### config.mk
export PLATFORM = sky130hd
export DESIGN_NAME = seep_host
export DESIGN_NICKNAME = d
export VERILOG_FILES = /design/src/rtl/seep_pkg.sv /design/src/rtl/seep_framer.sv /design/src/rtl/seep_frame.sv /design/src/rtl/seep_seq.sv /design/src/rtl/seep_host.sv
export SDC_FILE = /design/constraint.sdc
export NUM_CORES = 1
export LEC_CHECK = 0
export BUFFER_PORTS_ARGS = -buffer_cell sky130_fd_sc_hd__buf_2
export CAP_MARGIN = 20
export CORE_UTILIZATION = 67
export CTS_BUF_LIST = sky130_fd_sc_hd__clkbuf_4 sky130_fd_sc_hd__clkbuf_8
export DETAILED_ROUTE_END_ITERATION = 10
export PLACE_DENSITY_LB_ADDON = 0.1
export SLEW_MARGIN = 40
export SYNTH_ARGS = -nofsm -noshare
export SYNTH_HDL_FRONTEND = slang
export SYNTH_SLANG_ARGS = --single-unit
### constraint.sdc
create_clock -name clk -period 4.19 [get_ports clk]
set_input_delay 0.838 -clock clk [delete_from_list [all_inputs] [get_ports clk]]
set_output_delay 0.838 -clock clk [all_outputs]
set_load 0.1 [all_outputs]
### src/rtl/seep_pkg.sv
`timescale 1ns/1ps
// Package: shared types and protocol constants for the serial EEPROM host.
// Assumes a fixed 7-bit address, 8-bit data protocol; opcode bit 0 is C0.
package seep_pkg;

    localparam int ADDR_W    = 7;
    localparam int DATA_W    = 8;
    localparam int FRAME_MAX = 24;
    localparam int NB_W      = $clog2(FRAME_MAX + 1);

    // Opcode fields C0..C3 with C0 in bit 0 (sent first).
    localparam logic [3:0] CODE_READ  = 4'b0001;
    localparam logic [3:0] CODE_PROG  = 4'b0110;
    localparam logic [3:0] CODE_ERASE = 4'b1100;
    localparam logic [3:0] CODE_STAT  = 4'b1101;
    localparam logic [3:0] CODE_UNLK  = 4'b1001;
    localparam logic [3:0] CODE_LOCK  = 4'b1011;

    // Frame lengths in serial clocks.
    localparam logic [NB_W-1:0] LEN_SHORT = NB_W'(16);
    localparam logic [NB_W-1:0] LEN_STAT  = NB_W'(17);
    localparam logic [NB_W-1:0] LEN_LONG  = NB_W'(24);

    typedef enum logic [2:0] {
        OP_READ   = 3'd0,
        OP_WRITE  = 3'd1,
        OP_ERASE  = 3'd2,
        OP_UNLOCK = 3'd3,
        OP_LOCK   = 3'd4
    } seep_op_e;

    typedef enum logic [1:0] {
        FK_MAIN   = 2'd0,
        FK_UNLOCK = 2'd1,
        FK_POLL   = 2'd2
    } seep_kind_e;

    typedef enum logic [2:0] {
        FS_IDLE  = 3'd0,
        FS_GAP   = 3'd1,
        FS_SETUP = 3'd2,
        FS_LOW   = 3'd3,
        FS_HIGH  = 3'd4
    } seep_fstate_e;

    typedef enum logic [1:0] {
        SQ_IDLE   = 2'd0,
        SQ_UNLOCK = 2'd1,
        SQ_MAIN   = 2'd2,
        SQ_POLL   = 2'd3
    } seep_sstate_e;

endpackage

### src/rtl/seep_framer.sv
`timescale 1ns/1ps
// Module: seep_framer
// Builds the bit vector and length of one serial frame from the frame kind
// and the latched command. Purely combinational.
// Assumes: bit i of f_tx is sent on serial clock i+1.
module seep_framer
    import seep_pkg::*;
(
    input  seep_kind_e              kind,
    input  seep_op_e                op,
    input  logic [ADDR_W-1:0]       addr,
    input  logic [DATA_W-1:0]       wdata,
    output logic [FRAME_MAX-1:0]    f_tx,
    output logic [NB_W-1:0]         f_nbits
);

    logic [3:0] code;
    logic       use_addr;
    logic       use_data;

    // Select opcode, length and which fields are populated.
    always_comb begin
        code     = CODE_READ;
        use_addr = 1'b0;
        use_data = 1'b0;
        f_nbits  = LEN_SHORT;
        case (kind)
            FK_UNLOCK: begin
                code    = CODE_UNLK;
                f_nbits = LEN_SHORT;
            end
            FK_POLL: begin
                code    = CODE_STAT;
                f_nbits = LEN_STAT;
            end
            default: begin
                case (op)
                    OP_WRITE: begin
                        code     = CODE_PROG;
                        use_addr = 1'b1;
                        use_data = 1'b1;
                        f_nbits  = LEN_LONG;
                    end
                    OP_ERASE:  code = CODE_ERASE;
                    OP_UNLOCK: code = CODE_UNLK;
                    OP_LOCK:   code = CODE_LOCK;
                    default: begin
                        code     = CODE_READ;
                        use_addr = 1'b1;
                        f_nbits  = LEN_LONG;
                    end
                endcase
            end
        endcase
    end

    // Place fields: address LSB first, a zero, C0..C3, four zeros, data D0 first.
    always_comb begin
        f_tx         = '0;
        f_tx[6:0]    = use_addr ? addr : '0;
        f_tx[11:8]   = code;
        f_tx[23:16]  = use_data ? wdata : '0;
    end

endmodule

### src/rtl/seep_frame.sv
`timescale 1ns/1ps
// Module: seep_frame
// Runs one serial frame: select-high gap, select low with clock high for a
// setup half period, then nbits clock periods (low half launches a bit,
// rising edge samples the return line), then select high.
// Assumes HALF_DIV >= 1 and CS_GAP >= 1; f_start only while idle.
module seep_frame
    import seep_pkg::*;
#(
    parameter int HALF_DIV = 50,
    parameter int CS_GAP   = 200
) (
    input  logic                  clk,
    input  logic                  rst_n,
    input  logic                  f_start,
    input  logic [FRAME_MAX-1:0]  f_tx,
    input  logic [NB_W-1:0]       f_nbits,
    input  logic                  sp_do,
    output logic                  sp_cs_n,
    output logic                  sp_clk,
    output logic                  sp_di,
    output logic                  f_done,
    output logic [DATA_W-1:0]     f_rx
);

    localparam int WAIT_MAX = (HALF_DIV > CS_GAP) ? HALF_DIV : CS_GAP;
    localparam int TW       = (WAIT_MAX > 1) ? $clog2(WAIT_MAX) : 1;
    localparam logic [TW-1:0] HALF_LD = TW'(HALF_DIV - 1);
    localparam logic [TW-1:0] GAP_LD  = TW'(CS_GAP - 1);

    seep_fstate_e         st;
    logic [TW-1:0]        tmr;
    logic [NB_W-1:0]      idx;
    logic [NB_W-1:0]      nb_q;
    logic [FRAME_MAX-1:0] tx_q;
    logic [DATA_W-1:0]    rx_q;
    logic                 tmr_zero;

    assign tmr_zero = (tmr == '0);

    // Frame state machine with one shared phase timer.
    always_ff @(posedge clk) begin
        if (!rst_n) begin
            st     <= FS_IDLE;
            tmr    <= '0;
            idx    <= '0;
            nb_q   <= '0;
            tx_q   <= '0;
            rx_q   <= '0;
            f_done <= 1'b0;
        end else begin
            f_done <= 1'b0;
            case (st)
                FS_IDLE: begin
                    if (f_start) begin
                        st   <= FS_GAP;
                        tmr  <= GAP_LD;
                        idx  <= '0;
                        tx_q <= f_tx;
                        nb_q <= f_nbits;
                    end
                end
                FS_GAP: begin
                    if (tmr_zero) begin
                        st  <= FS_SETUP;
                        tmr <= HALF_LD;
                    end else begin
                        tmr <= tmr - 1'b1;
                    end
                end
                FS_SETUP: begin
                    if (tmr_zero) begin
                        st  <= FS_LOW;
                        tmr <= HALF_LD;
                    end else begin
                        tmr <= tmr - 1'b1;
                    end
                end
                FS_LOW: begin
                    if (tmr_zero) begin
                        st   <= FS_HIGH;
                        tmr  <= HALF_LD;
                        rx_q <= {sp_do, rx_q[DATA_W-1:1]};
                    end else begin
                        tmr <= tmr - 1'b1;
                    end
                end
                FS_HIGH: begin
                    if (tmr_zero) begin
                        if (idx == nb_q - 1'b1) begin
                            st     <= FS_IDLE;
                            f_done <= 1'b1;
                        end else begin
                            idx <= idx + 1'b1;
                            st  <= FS_LOW;
                            tmr <= HALF_LD;
                        end
                    end else begin
                        tmr <= tmr - 1'b1;
                    end
                end
                default: st <= FS_IDLE;
            endcase
        end
    end

    // Pin levels follow the frame state; data holds over both halves of a bit.
    always_comb begin
        sp_cs_n = (st == FS_IDLE) || (st == FS_GAP);
        sp_clk  = (st != FS_LOW);
        sp_di   = ((st == FS_LOW) || (st == FS_HIGH)) ? tx_q[idx] : 1'b0;
    end

    assign f_rx = rx_q;

endmodule

### src/rtl/seep_seq.sv
`timescale 1ns/1ps
// Module: seep_seq
// Command sequencer: accepts one command, orders the optional protect-off
// frame, the main frame and the status polling frames, and reports done,
// error and read data. Timeout is judged at the end of each status frame.
// Assumes the frame engine pulses f_done once per f_start.
module seep_seq
    import seep_pkg::*;
#(
    parameter int TIMEOUT = 2000000
) (
    input  logic                clk,
    input  logic                rst_n,
    input  logic                cmd_start,
    input  logic [2:0]          cmd_op,
    input  logic [ADDR_W-1:0]   cmd_addr,
    input  logic [DATA_W-1:0]   cmd_wdata,
    input  logic                cmd_auto_unlock,
    input  logic                f_done,
    input  logic [DATA_W-1:0]   f_rx,
    output logic                f_start,
    output seep_kind_e          f_kind,
    output seep_op_e            op_q,
    output logic [ADDR_W-1:0]   addr_q,
    output logic [DATA_W-1:0]   wdata_q,
    output logic                cmd_ready,
    output logic                cmd_done,
    output logic                cmd_err,
    output logic [DATA_W-1:0]   cmd_rdata
);

    localparam int TOW = $clog2(TIMEOUT + 1);
    localparam logic [TOW-1:0] TO_MAX = TOW'(TIMEOUT);

    seep_sstate_e   st;
    seep_op_e       op_in;
    logic           start_mod;
    logic           op_mod;
    logic [TOW-1:0] tcnt;

    // Decode the raw port code; reserved values act as read.
    always_comb begin
        case (cmd_op)
            3'd1:    op_in = OP_WRITE;
            3'd2:    op_in = OP_ERASE;
            3'd3:    op_in = OP_UNLOCK;
            3'd4:    op_in = OP_LOCK;
            default: op_in = OP_READ;
        endcase
    end

    assign start_mod = (op_in == OP_WRITE) || (op_in == OP_ERASE);
    assign op_mod    = (op_q == OP_WRITE) || (op_q == OP_ERASE);
    assign cmd_ready = (st == SQ_IDLE);

    // Command-level sequencing, polling and timeout.
    always_ff @(posedge clk) begin
        if (!rst_n) begin
            st        <= SQ_IDLE;
            f_start   <= 1'b0;
            f_kind    <= FK_MAIN;
            op_q      <= OP_READ;
            addr_q    <= '0;
            wdata_q   <= '0;
            cmd_done  <= 1'b0;
            cmd_err   <= 1'b0;
            cmd_rdata <= '0;
            tcnt      <= '0;
        end else begin
            f_start  <= 1'b0;
            cmd_done <= 1'b0;
            case (st)
                SQ_IDLE: begin
                    if (cmd_start) begin
                        op_q    <= op_in;
                        addr_q  <= cmd_addr;
                        wdata_q <= cmd_wdata;
                        cmd_err <= 1'b0;
                        f_start <= 1'b1;
                        if (start_mod && cmd_auto_unlock) begin
                            f_kind <= FK_UNLOCK;
                            st     <= SQ_UNLOCK;
                        end else begin
                            f_kind <= FK_MAIN;
                            st     <= SQ_MAIN;
                        end
                    end
                end
                SQ_UNLOCK: begin
                    if (f_done) begin
                        f_start <= 1'b1;
                        f_kind  <= FK_MAIN;
                        st      <= SQ_MAIN;
                    end
                end
                SQ_MAIN: begin
                    if (f_done) begin
                        if (op_mod) begin
                            f_start <= 1'b1;
                            f_kind  <= FK_POLL;
                            tcnt    <= '0;
                            st      <= SQ_POLL;
                        end else begin
                            if (op_q == OP_READ) begin
                                cmd_rdata <= f_rx;
                            end
                            cmd_done <= 1'b1;
                            st       <= SQ_IDLE;
                        end
                    end
                end
                SQ_POLL: begin
                    if (tcnt != TO_MAX) begin
                        tcnt <= tcnt + 1'b1;
                    end
                    if (f_done) begin
                        if (f_rx[DATA_W-1]) begin
                            cmd_done <= 1'b1;
                            st       <= SQ_IDLE;
                        end else if (tcnt == TO_MAX) begin
                            cmd_err  <= 1'b1;
                            cmd_done <= 1'b1;
                            st       <= SQ_IDLE;
                        end else begin
                            f_start <= 1'b1;
                        end
                    end
                end
                default: st <= SQ_IDLE;
            endcase
        end
    end

endmodule

### src/rtl/seep_host.sv
`timescale 1ns/1ps
// Module: seep_host (top)
// Serial EEPROM host controller: command port in, four-wire serial link out.
// Assumes HALF_DIV chosen so the serial clock stays at or below 1 MHz and
// CS_GAP covers the memory's minimum select-high time.
module seep_host
    import seep_pkg::*;
#(
    parameter int HALF_DIV = 50,
    parameter int CS_GAP   = 200,
    parameter int TIMEOUT  = 2000000
) (
    input  logic        clk,
    input  logic        rst_n,
    input  logic        cmd_start,
    input  logic [2:0]  cmd_op,
    input  logic [6:0]  cmd_addr,
    input  logic [7:0]  cmd_wdata,
    input  logic        cmd_auto_unlock,
    output logic        cmd_ready,
    output logic        cmd_done,
    output logic        cmd_err,
    output logic [7:0]  cmd_rdata,
    output logic        sp_cs_n,
    output logic        sp_clk,
    output logic        sp_di,
    input  logic        sp_do
);

    logic                  f_start;
    logic                  f_done;
    seep_kind_e            f_kind;
    seep_op_e              op_q;
    logic [ADDR_W-1:0]     addr_q;
    logic [DATA_W-1:0]     wdata_q;
    logic [FRAME_MAX-1:0]  f_tx;
    logic [NB_W-1:0]       f_nbits;
    logic [DATA_W-1:0]     f_rx;

    seep_seq #(
        .TIMEOUT (TIMEOUT)
    ) u_seq (
        .clk             (clk),
        .rst_n           (rst_n),
        .cmd_start       (cmd_start),
        .cmd_op          (cmd_op),
        .cmd_addr        (cmd_addr),
        .cmd_wdata       (cmd_wdata),
        .cmd_auto_unlock (cmd_auto_unlock),
        .f_done          (f_done),
        .f_rx            (f_rx),
        .f_start         (f_start),
        .f_kind          (f_kind),
        .op_q            (op_q),
        .addr_q          (addr_q),
        .wdata_q         (wdata_q),
        .cmd_ready       (cmd_ready),
        .cmd_done        (cmd_done),
        .cmd_err         (cmd_err),
        .cmd_rdata       (cmd_rdata)
    );

    seep_framer u_bld (
        .kind    (f_kind),
        .op      (op_q),
        .addr    (addr_q),
        .wdata   (wdata_q),
        .f_tx    (f_tx),
        .f_nbits (f_nbits)
    );

    seep_frame #(
        .HALF_DIV (HALF_DIV),
        .CS_GAP   (CS_GAP)
    ) u_frm (
        .clk     (clk),
        .rst_n   (rst_n),
        .f_start (f_start),
        .f_tx    (f_tx),
        .f_nbits (f_nbits),
        .sp_do   (sp_do),
        .sp_cs_n (sp_cs_n),
        .sp_clk  (sp_clk),
        .sp_di   (sp_di),
        .f_done  (f_done),
        .f_rx    (f_rx)
    );

endmodule

[Word-level counts from Yosys, hierarchy flattened]
Cells that the tools add are included.
Word-level totals
  bits in registers: 103
  input bits: 23
  output and inout bits: 14
Cells by class
  add/sub/neg operators: 4
  $lt $le $gt $ge: 1
  eq/ne operators: 39
  mux-type cells: 69
  bitwise gates (word level): 1
  reduce and logical (&&, ||, !) cells: 29
Operators with widths (count)
  21-bit two-way mux: 3
  21-bit one-hot mux with 2 select lines: 1
  8-bit two-way mux: 5
  2-bit two-way mux: 13
  1-bit two-way mux: 24
  8-bit one-hot mux with 3 select lines: 1
  21-bit by 1-bit adder with 21-bit output, second input constant: 1
  21-bit == test, second input constant: 1
  3-bit by 2-bit == test with 1-bit output, second input constant: 7
  21-bit inequality test, second input constant: 1
  2-bit by 1-bit inequality test with 1-bit output, second input constant: 10
  5-bit one-hot mux with 2 select lines: 2
  5-bit AND reduction: 4
  4-bit one-hot mux with 4 select lines: 1
  3-bit two-way mux: 5
  5-bit two-way mux: 3
  3-bit one-hot mux with 5 select lines: 1
  3-bit by 1-bit == test with 1-bit output, second input constant: 4
  3-bit one-hot mux with 4 select lines: 1
  4-bit AND reduction: 3
  3-bit == test, second input constant: 3
  8-bit logical NOT: 1
  2-bit inequality test, second input constant: 4
  2-bit one-hot mux with 4 select lines: 1
  28 further kinds: 43

[Depth between registers and ports, before layout]
  depth after elaboration: 8
  depth in mapped cells: 9
  gate-level depth less buffers: 7

[Cells and area by module]
Synthesis repeated with hierarchy kept, for this count alone.
Second synthesis, totals
  cells, all modules: 640
  area, all modules: 5559.1 sq um
By module, submodules not included
  seep_frame: instances 1, cells an instance 304, area each 2683.8 sq um
  seep_seq: instances 1, cells an instance 287, area each 2552.4 sq um
  seep_framer: instances 1, cells an instance 49, area each 322.8 sq um

[Worst setup path before layout]
Ideal clock, no wire load.
  kind: reg2out
  start point: register u_frm.idx[1]
  end point: output port sp_di
  arrival: 3.351 ns
  required time: 3.352 ns
  slack: 0.001 ns
  cell stages (with the launch flop): 7
  path buffers: 1
  cells stage by stage: dfxtp_1 > clkbuf_1 > mux4_2 > nor3_1 > nor3_1 > a21oi_1 > a211oi_1
On the way
  word-level cells in the longest chain between the ends: 3
Ends and longest elaborated chain
  start, declared: line seep_frame.sv:33  | logic [NB_W-1:0] idx;
  start signal, assigned: line seep_frame.sv:94  | idx <= idx + 1'b1;
  1-bit binary-select mux with 5-bit select: line seep_frame.sv:111  | sp_di = ((st == FS_LOW) || (st == FS_HIGH)) ? tx_q[idx] : 1'b0;
  1-bit two-way mux (implied by the code): line seep_frame.sv:111
  1-bit two-way mux: line seep_frame.sv:111
  end, declared: line seep_host.sv:26  | output logic sp_di,
No other way between the ends. The select of a mux whose other input is x is not followed.

[Final worst setup path]
  start point: register u_frm.idx[0]
  end point: output port sp_di
The elaborated chain is that of the path after synthesis.

==> qor.csv <==
stage,metric,value,unit
worst_hold_path,Hold WC Path Type,reg -> reg,
clock_network,CTS root buffer,clkbuf_8,
global_routing,number of global-route vias before repair,3494,
clock_network,clock sink count,101,
power,NetSw,1.073,mW
drt,via/cell ratio,5.956,
drt,ANT nets after route,0,
clock_network,worst-skew pair later-pin latency,380,ps
drt,DRT Pass-1 Iters,5,
die,Die Y,85.71,um
critical_path,Worst Setup End Kind,output port,
logic_synthesis,yosys warns,0,
logic_synthesis,synthesized area per cell,8.742,um2
layout,Layout area overhead,8.475,%
global_routing,total congestion overflow,0,
drt,DRC,0,
clock_network,# hold bufs at CTS,0,
layout,number of diodes,0,
critical_path,crit-path max FO,12,
placement,GP Congestion,0.8621,
layout,final layout net count,590,
global_routing,largest net degree at the start of global routing,52,
logic_synthesis,register area share after synthesis,0.4307,
power,Sw Share,0.4020,
power,maximum VDD drop,0.2464,mV
critical_path,Worst EP arrival,2340,ps
logic_synthesis,Synth area leaders,"dfxtp_1 (43%), nand2_1 (6.0%), a21oi_1 (5.7%)",
timing,setup_tns,0,ps
clock_network,"Reg clk slew, reported paths",100,ps
power,Pint,1.597,mW
power,Leak,1.859,nW
clock_network,H-tree levels,3,
global_routing,initial antenna violation count,0,
layout,layout cells sized above 1,0.1301,
power,power share of the combinational group,0.338,
logic_synthesis,async set-reset flop share out of synthesis,0,
layout,"commonest non-fill, non-tap cell in the layout",dfxtp_1,
power,Power Density,524.3,nW/um2
drt,Post-Route WL,9825,um
timing,clk_skew,12.45,ps
layout,"commonest cells after routing, fill and taps aside","dfxtp_1 (101), nand2_1 (75), nor2_1 (53), a21oi_1 (53), buf_2 (36)",
job,max-cap viol count,0,
timing,Worst-Margin Slew,746.0,ps
clock_network,Setup Buffers After CTS,0,
timing,final hold vios,0,
timing,Final setup violation count,0,
die,Initial Util,0.6910,
global_routing,first-pass GRT wire length,16370,um
timing,fin. max-slew vios,0,
logic_synthesis,Seq cells post-synth,101,
drt,via count,3913,
global_routing,All-Layer GR Usage,0.2784,
logic_synthesis,Netlist Area Pre-Place,4695,um2
critical_path,crit path kind,reg -> out,
timing,fin crit share,0.7596,
die,DIE AREA,7345,um2
logic_synthesis,"area leader, netlist",dfxtp_1,
die,Ports,37,
power,Tot Pwr,2.670,mW
die,Row Count,30,
drt,DR WL/cell,14.95,um
clock_network,clk buf depth,2,
timing,FMAX,0.3142,GHz
critical_path,crit path launch type,flip-flop,
timing,Rel. slew slack,0.4989,
clock_network,CTS tree,yes,
timing,RSZ-0062 raised after global routing,no,
die,Die Width,85.71,um
placement,HPWL Detailed,6733,um
logic_synthesis,Post-synth EDFFs,0,
power,Reg power frac,0.432,
logic_synthesis,ys flop type,dfxtp_1,
die,Core Area,6794,um2
logic_synthesis,syn_nets,571,
critical_path,Worst Path Required,3350,ps
logic_synthesis,Yosys top cell area share,0.4307,
logic_synthesis,cells after synthesis,537,
power,Clock power frac,0.230,
drt,drt first-iter violations,311,
clock_network,post_cts resized,0,
logic_synthesis,synth unique cells,70,
timing,post-route minimum period,3183,ps
outcome,status,finished clean,
placement,port bufs,36,
clock_network,CTS buffer count,9,
==> per-stage QoR <==
stage	utilization	hold WS (ps)	instance area [um2]	std cells	worst slack (ps)
global placement	0.7166	437.8	4868	641	1486
finish	0.7495	462.8	5092	657	1007
detailed placement	0.7182	442.3	4880	641	1445
floorplan	-	426.5	4695	537	1.326
CTS	0.7484	464.9	5085	657	993.7
global route	0.7495	481.6	5092	657	805.5
==> state kept, by name, indices dropped and copies added, names as in the netlist, 2 cells and up <==
name,cells
u_seq.f_kind,2
u_frm.tx_q,19
u_seq.wdata_q,8
u_seq.cmd_rdata,8
u_seq.tcnt,21
u_frm.f_rx,8
u_frm.idx,5
u_seq.op_q,3
u_seq.addr_q,7
u_frm.tmr,8
u_frm.nb_q,3
u_frm.st,3
u_seq.st,2
==> worst paths after layout <==
| path | from | end | slack, ps | depth (start not counted) |
|---|---|---|---|---|
| worst max register to register | u_seq.st[0]$_SDFFE_PN0P_ | u_seq.tcnt[4]$_SDFFE_PN0P_ | 1740 | 7 |
| worst min-delay path | u_seq.addr_q[4]$_SDFFE_PN0P_ | u_seq.addr_q[4]$_SDFFE_PN0P_ | 460 | 2 |
| worst max-delay path | u_frm.idx[0]$_SDFFE_PN0P_ | sp_di | 1010 | 6 |
| worst min register to register | u_seq.addr_q[4]$_SDFFE_PN0P_ | u_seq.addr_q[4]$_SDFFE_PN0P_ | 460 | 2 |
==> metal layers <==
metal | track usage | vias to the layer above | share of wire
met3 | 0.05582 | 11 | 0.042
met2 | 0.4349 | 91 | 0.46
met4 | 0.09394 | 0 | 0.012
met1 | 0.3874 | 1859 | 0.49
li1 | - | 1952 | -
met5 | 0 | - | 0
==> worst max-delay path, cell delays in order (launching register included) <==
cell,delay [ps]
dfxtp_1,650
mux4_2,570
mux2i_1,140
nor2_1,60
a21oi_1,170
a211oi_1,70
buf_2,310
==> power groups by stage <==
| stage | clock network, mW | logic (mW) | registers (mW) |
|---|---|---|---|
| floorplan | 0 | 0.775 | 1.13 |
| global placement | 0 | 0.854 | 1.17 |
| detailed placement | 0 | 0.886 | 1.17 |
| CTS | 0.624 | 0.895 | 1.15 |
| global route | 0.668 | 1.01 | 1.17 |
| finish | 0.614 | 0.903 | 1.15 |
==> kinds of logic (layout without fill, tap and decap cells) <==
| family | count (synthesis) | in the layout | synth area share |
|---|---|---|---|
| simple gates | 223 | 223 | 0.2399 |
| compound gates | 122 | 122 | 0.1732 |
| flops | 101 | 101 | 0.4307 |
| buf+inv | 43 | 67 | 0.03971 |
| xor+xnor | 21 | 21 | 0.04238 |
| mux | 16 | 16 | 0.04478 |
| fa+ha+maj | 11 | 11 | 0.02932 |
==> layout make-up <==
class | count | area [um2]
inverter | 14 | 52.55
clock buffer | 9 | 123.9
sequential | 101 | 2022
multi-input combinational | 393 | 2505
timing repair buffer | 37 | 187.7
fill | 528 | 1702
clock inverter | 7 | 81.33
tap | 96 | 120.1
==> synth_stat cells (4+ instances only) <==
cell type / number
or3_1: 9
nor4_1: 5
nor4b_1: 5
o21ai_0: 15
nand2b_1: 4
inv_1: 13
nand2_1: 75
a22o_1: 16
ha_1: 11
dfxtp_1: 101
xor2_1: 7
xnor2_1: 13
mux4_2: 4
a21oi_1: 53
nor2_1: 54
a31oi_1: 5
nand3_1: 18
and3_1: 5
nor3_1: 12
buf_2: 5
clkbuf_1: 20
mux2i_1: 12
nand4_1: 5
nor2b_1: 4
(Power assumes the default switching activity.)
